File: src/rtl/pwx_pkg.sv
`timescale 1ns/1ps
package pwx_pkg;
  localparam int AW      = 32;
  localparam int MAX_WIN = 6;
  localparam int IDX_W   = $clog2(MAX_WIN);

  typedef logic [AW-1:0] addr_t;

  // Bits from the top that base and high agree on; these are substituted.
  function automatic addr_t prefix_mask(input addr_t b, input addr_t h);
    addr_t m;
    logic  same;
    same = 1'b1;
    for (int i = AW - 1; i >= 0; i--) begin
      same = same & (b[i] == h[i]);
      m[i] = same;
    end
    return m;
  endfunction
endpackage

File: src/rtl/pwx_win_match.sv
`timescale 1ns/1ps
module pwx_win_match
  import pwx_pkg::*;
#(
  parameter addr_t BASE = '0,
  parameter addr_t HIGH = '1
) (
  input  addr_t addr,
  input  addr_t vec,
  output logic  hit,
  output addr_t xaddr
);
  localparam addr_t MASK = prefix_mask(BASE, HIGH);

  assign hit   = ((addr ^ BASE) & MASK) == '0;
  assign xaddr = (vec & MASK) | (addr & ~MASK);
endmodule

File: src/rtl/pwx_vec_src.sv
`timescale 1ns/1ps
module pwx_vec_src
  import pwx_pkg::*;
#(
  parameter int                    NUM_WIN  = MAX_WIN,
  parameter bit                    USE_REG  = 1'b0,
  parameter addr_t [MAX_WIN-1:0]   VEC_INIT = '0
) (
  input  logic                     clk,
  input  logic                     rst_n,
  input  logic                     we,
  input  logic [IDX_W-1:0]         idx,
  input  addr_t                    wdata,
  output addr_t [MAX_WIN-1:0]      vec
);
  addr_t reg_q [MAX_WIN];

  for (genvar g = 0; g < MAX_WIN; g++) begin : g_win
    if (g < NUM_WIN) begin : g_live
      always_ff @(posedge clk or negedge rst_n) begin
        if (!rst_n)                              reg_q[g] <= '0;
        else if (we && idx == IDX_W'(g))         reg_q[g] <= wdata;
      end
    end else begin : g_dead
      assign reg_q[g] = '0;
    end
  end

  always_comb begin
    for (int i = 0; i < MAX_WIN; i++)
      vec[i] = USE_REG ? reg_q[i] : VEC_INIT[i];
  end

  AST_WRITE_LANDS: assert property (@(posedge clk) disable iff (!rst_n)
    (USE_REG && we && (int'(idx) < NUM_WIN)) |=> (vec[$past(idx)] == $past(wdata)))
    else $error("vector write not visible");
endmodule

File: src/rtl/pwx_prio_sel.sv
`timescale 1ns/1ps
module pwx_prio_sel
  import pwx_pkg::*;
#(
  parameter int                 NUM_WIN = MAX_WIN,
  parameter logic [MAX_WIN-1:0] WIN_MEM = '1
) (
  input  logic [MAX_WIN-1:0]    hit_raw,
  input  addr_t [MAX_WIN-1:0]   xaddr,
  output logic                  any,
  output logic [IDX_W-1:0]      pick,
  output addr_t                 addr,
  output logic                  mem
);
  logic [MAX_WIN-1:0] hit_eff;
  logic [MAX_WIN-1:0] grant;

  for (genvar g = 0; g < MAX_WIN; g++) begin : g_gate
    if (g < NUM_WIN) begin : g_on
      assign hit_eff[g] = hit_raw[g];
    end else begin : g_off
      assign hit_eff[g] = 1'b0;
    end
  end

  always_comb begin
    any   = 1'b0;
    pick  = '0;
    grant = '0;
    for (int i = 0; i < MAX_WIN; i++) begin
      if (hit_eff[i] && !any) begin
        any      = 1'b1;
        pick     = IDX_W'(i);
        grant[i] = 1'b1;
      end
    end
    addr = xaddr[pick];
    mem  = WIN_MEM[pick];
  end

  always_comb begin
    AST_GRANT_ONEHOT: assert ($onehot0(grant))
      else $error("more than one window granted");
  end
endmodule

File: src/rtl/pci_window_xlate.sv
`timescale 1ns/1ps
module pci_window_xlate
  import pwx_pkg::*;
#(
  parameter int                 NUM_WIN     = 6,
  parameter bit                 USE_REG_VEC = 1'b0,
  parameter addr_t [MAX_WIN-1:0] WIN_BASE = {32'h2000_0000, 32'h1230_0000, 32'h0000_0000,
                                             32'hFE00_0000, 32'hABCD_E000, 32'h1234_0000},
  parameter addr_t [MAX_WIN-1:0] WIN_HIGH = {32'h2000_FFFF, 32'h123F_FFFF, 32'h0000_007F,
                                             32'hFFFF_FFFF, 32'hABCD_FFFF, 32'h1234_FFFF},
  parameter addr_t [MAX_WIN-1:0] WIN_VEC  = {32'h3333_0000, 32'h9AB0_0000, 32'h8765_4380,
                                             32'h4000_0000, 32'hFEDC_0000, 32'h5671_0000},
  parameter logic [MAX_WIN-1:0]  WIN_MEM  = 6'b100101
) (
  input  logic             clk,
  input  logic             rst_n,
  input  logic             in_valid,
  output logic             in_ready,
  input  logic [AW-1:0]    in_addr,
  output logic             out_valid,
  input  logic             out_ready,
  output logic [AW-1:0]    out_addr,
  output logic [IDX_W-1:0] out_win,
  output logic             out_is_mem,
  output logic             out_miss,
  input  logic             vec_we,
  input  logic [IDX_W-1:0] vec_idx,
  input  logic [AW-1:0]    vec_wdata
);
  addr_t [MAX_WIN-1:0] vec;
  addr_t [MAX_WIN-1:0] xaddr;
  logic  [MAX_WIN-1:0] hit_raw;
  logic                sel_any;
  logic [IDX_W-1:0]    sel_pick;
  addr_t               sel_addr;
  logic                sel_mem;
  logic                accept;

  pwx_vec_src #(
    .NUM_WIN (NUM_WIN),
    .USE_REG (USE_REG_VEC),
    .VEC_INIT(WIN_VEC)
  ) u_vec (
    .clk  (clk),
    .rst_n(rst_n),
    .we   (vec_we),
    .idx  (vec_idx),
    .wdata(vec_wdata),
    .vec  (vec)
  );

  for (genvar g = 0; g < MAX_WIN; g++) begin : g_match
    pwx_win_match #(
      .BASE(WIN_BASE[g]),
      .HIGH(WIN_HIGH[g])
    ) u_match (
      .addr (in_addr),
      .vec  (vec[g]),
      .hit  (hit_raw[g]),
      .xaddr(xaddr[g])
    );
  end

  pwx_prio_sel #(
    .NUM_WIN(NUM_WIN),
    .WIN_MEM(WIN_MEM)
  ) u_sel (
    .hit_raw(hit_raw),
    .xaddr  (xaddr),
    .any    (sel_any),
    .pick   (sel_pick),
    .addr   (sel_addr),
    .mem    (sel_mem)
  );

  assign in_ready = !out_valid || out_ready;
  assign accept   = in_valid && in_ready;

  always_ff @(posedge clk or negedge rst_n) begin
    if (!rst_n) begin
      out_valid  <= 1'b0;
      out_miss   <= 1'b0;
      out_addr   <= '0;
      out_win    <= '0;
      out_is_mem <= 1'b0;
    end else if (accept) begin
      out_valid <= 1'b1;
      out_miss  <= !sel_any;
      if (sel_any) begin
        out_addr   <= sel_addr;
        out_win    <= sel_pick;
        out_is_mem <= sel_mem;
      end
    end else if (out_ready) begin
      out_valid <= 1'b0;
    end
  end

  AST_STALL_HOLD: assert property (@(posedge clk) disable iff (!rst_n)
    (out_valid && !out_ready) |=> (out_valid && $stable(out_addr) && $stable(out_win) && $stable(out_miss)))
    else $error("output moved during stall");

  AST_MISS_KEEPS: assert property (@(posedge clk) disable iff (!rst_n)
    (accept && !sel_any) |=> (out_miss && $stable(out_addr) && $stable(out_win) && $stable(out_is_mem)))
    else $error("miss disturbed held result");

  AST_ACCEPT_LATENCY: assert property (@(posedge clk) disable iff (!rst_n)
    accept |=> out_valid)
    else $error("result not valid one cycle after accept");

  AST_WIN_ACTIVE: assert property (@(posedge clk) disable iff (!rst_n)
    (out_valid && !out_miss) |-> (int'(out_win) < NUM_WIN))
    else $error("inactive window reported");
endmodule

File: config.mk
export PLATFORM = sky130hd
export DESIGN_NAME = pci_window_xlate
export DESIGN_NICKNAME = d
export VERILOG_FILES = /design/src/rtl/pwx_pkg.sv /design/src/rtl/pwx_win_match.sv /design/src/rtl/pwx_vec_src.sv /design/src/rtl/pwx_prio_sel.sv /design/src/rtl/pci_window_xlate.sv
export SDC_FILE = /design/constraint.sdc
export NUM_CORES = 1
export LEC_CHECK = 0
export BUFFER_PORTS_ARGS = -buffer_cell sky130_fd_sc_hd__buf_4
export CORE_ASPECT_RATIO = 1.5
export CORE_MARGIN = 1.5
export CORE_UTILIZATION = 64
export CTS_CLUSTER_DIAMETER = 60
export DETAILED_ROUTE_END_ITERATION = 10
export PLACE_DENSITY = 0.88
export SLEW_MARGIN = 40
export SYNTH_ARGS = -nofsm -noshare
export SYNTH_HDL_FRONTEND = slang
export SYNTH_HIERARCHICAL = 1
export SYNTH_SLANG_ARGS = --single-unit
export TNS_END_PERCENT = 100
File: constraint.sdc
create_clock -name clk -period 3.07 [get_ports clk]
set_input_delay 0.1535 -clock clk [delete_from_list [all_inputs] [get_ports clk]]
set_output_delay 0.1535 -clock clk [all_outputs]
set_load 0.01 [all_outputs]
==> impl_metrics.ini <==
[drt]
wl_met2_um = 6145
highest_layer = met4
final_antenna_net_count = 0
dr.pass1.iters = 7
post_drt_via_cell_ratio = 5.625
met3WireLength_um = 494
met1_length_um = 4859
first_iter_violations = 295
vias = 3769
wl_per_cell_um = 17.55
drc = 8
wl_um = 11760

[worst_setup_path]
required_ns = 3.29
crit_fanout = 32
ff2ff_path_depth = 4
cp.arrival_ns = 2.89
critPathCapture = out_addr[3]$_DFFE_PN0P_
end_kind = register
cp-startpoint = in_addr[17]
critPathKind = in -> reg
worst-r2r-setup-slack_ns = 1.52
cp_cell_sequence = buf_4 -> nand4b_1 -> or4_1 -> nor3_4 -> nor2_2 -> buf_4 -> a2111oi_0 -> a211oi_1 -> a211oi_1 -> mux2_4
r2r-start = out_valid$_DFFE_PN0P_
r2r-end = out_addr[28]$_DFFE_PN0P_
cp_slowest_stage_delay_ns = 0.61
slowest_stage = or4_1
start_kind = primary input

[cells_and_area]
layout-drive-gt1-share_pct = 38.88
multi_input_area_um2 = 3367
fin_nets = 625
antenna_cells = 0
area_delta_synth_final_pct = -15.81
regArea_um2 = 950.9
nFillCells = 868

[sta]
worst_slack_ns = 0.4042
max_slew.worst_pin.slew_ns = 0.5836
finalCritPeriodShare_pct = 86.84
max_freq_mhz = 375.1
relSlewSlack_pct = 60.94
setup-tns-final_ns = 0
final.setup_skew_ns = 0.006291
whs_ns = 0.07891
finalMaxSlewViolations = 0
rsz0062_at_grt = false
hold_violations = 0
layout_min_cycle_time_ns = 2.666
finalSetupViolations = 0

[global_routing]
grt_pass1_vias = 3829
grt_start_max_net_pins = 67
antenna_found_initial = 0
grt.overflow.total = 0
grt_pass1_wl_um = 19250
track_usage_pct = 21.90

[placed_design]
portBuffers = 74
gp_congestion = 0.8711
hpwl_um = 7874
post-place-ws_ns = 0.1573

[synth]
synth.cell_area_um2 = 6553
avgSynthCellArea_um2 = 9.483
synth_cells = 691
ys_warn_count = 6

[clock_tree]
path_clk_slew_ns = 0.06
cts_resized = 0
cts.sinks = 38
cts_setup_buffers = 0
root_buffer = clkbuf_16
cts_hold_repair.buffers = 1
cts_tree = built
cts_buffer_depth = 2
cts_made_buffers = 5
worstSkewPairLatency_ns = 0.29
h-tree-depth = 2

[run_status]
status = finished, violations left
violations = DRC

[job]
max-cap-violations = 0

[pwr]
switching_power_w = 0.0003889
power.total_w = 0.001364
p_clk_share_pct = 37.8
pwr-share-seq_pct = 40.4
ir_worst_vdd_mv = 0.1642
intPower_w = 0.0009756
combPwrFrac_pct = 21.9
power_density_nw_per_um2 = 247.3
total_leakage_power_nw = 2.598
switching_share_pct = 28.50

[die]
io_pins = 111
die_h_um = 126.9
die-area_um2 = 10870
dieWidth_um = 85.62
rows = 45
start_util_pct = 65.38
fp.coreArea_um2 = 10020

[worst_hold_path]
hp-class = in -> reg
## layout by cell type (no fill, tap or decap), drive strengths merged
cell / instances
conb: 95
buf: 95
a211oi: 64
dfrtp: 38
mux2: 36
inv: 35
mux2i: 33
a2111oi: 32
or4b: 32
o31ai: 32
nor2: 10
nor4: 8
nor4b: 6
clkbuf: 5
nand2: 3
nand4b: 3
nand3: 3
clkinv: 2
nor4bb: 2
and4: 2
nand4: 2
nand2b: 2
and3: 2
nor3: 2
or2b: 1
nand4bb: 1
or4: 1
dlygate4sd3: 1
o21ai: 1
nor2b: 1
a211o: 1
a21boi: 1
o21bai: 1
## how the worst min path moves through the flow
stage | end | startpoint | cells after the start | slack (ns)
floorplan | out_addr[0]$_DFFE_PN0P_ | rst_n | 0 | -0.14
global placement | out_valid$_DFFE_PN0P_ | rst_n | 1 | 0.16
detailed placement | out_miss$_DFFE_PN0P_ | rst_n | 1 | 0.18
CTS | out_valid$_DFFE_PN0P_ | in_valid | 2 | 0.08
global route | out_valid$_DFFE_PN0P_ | in_valid | 2 | 0.09
finish | out_valid$_DFFE_PN0P_ | in_valid | 2 | 0.08
## area by class of cell
cell class              count  share of cell area [%]
clock buffers               5                   2.268
clock inverters             2                  0.1814
inverters                  35                   2.381
multi-input cells         377                   61.03
flip-flops and latches     38                   17.24
well taps                 117                   2.654
repair buffers             96                   14.24
## sequential cells by signal, summed over array words and instances, names as in the netlist
name,cells
out_is_mem,1
out_addr,32
out_valid,1
out_miss,1
out_win,3
## through the flow
stage | area, um2 | instances | util [%]
final | 5517 | 670 | 55.04
after global routing | 5517 | 670 | 55.04
after CTS | 5509 | 670 | 54.97
after detailed placement | 5364 | 662 | 53.52
after global placement | 5364 | 662 | 53.52
after floorplan | 6902 | 784 | -
## power by group through the flow
stage,Sequential (W),Combinational (W),Clock (W)
finish,0.000551,0.000298,0.000515
global route,0.000555,0.000327,0.000544
detailed placement,0.000560,0.000294,0
CTS,0.000552,0.000296,0.000525
floorplan,0.000572,0.000394,0
global placement,0.000558,0.000289,0
## layer usage
metal  vias up  track usage [%]
met1      1804            26.47
li1       1840                -
met3        23            3.058
met5         -                0
met2       102            38.81
met4         0            8.349
## worst max-delay path, delay by kind of cell
| kind | cells | cell delay, ns |
|---|---|---|
| AND/OR/NAND/NOR | 4 | 1.18 |
| multiplexers | 1 | 0.19 |
| AO/OA/AOI/OAI | 3 | 0.96 |
| buffers and inverters | 2 | 0.39 |
(Power assumes the default switching activity.)
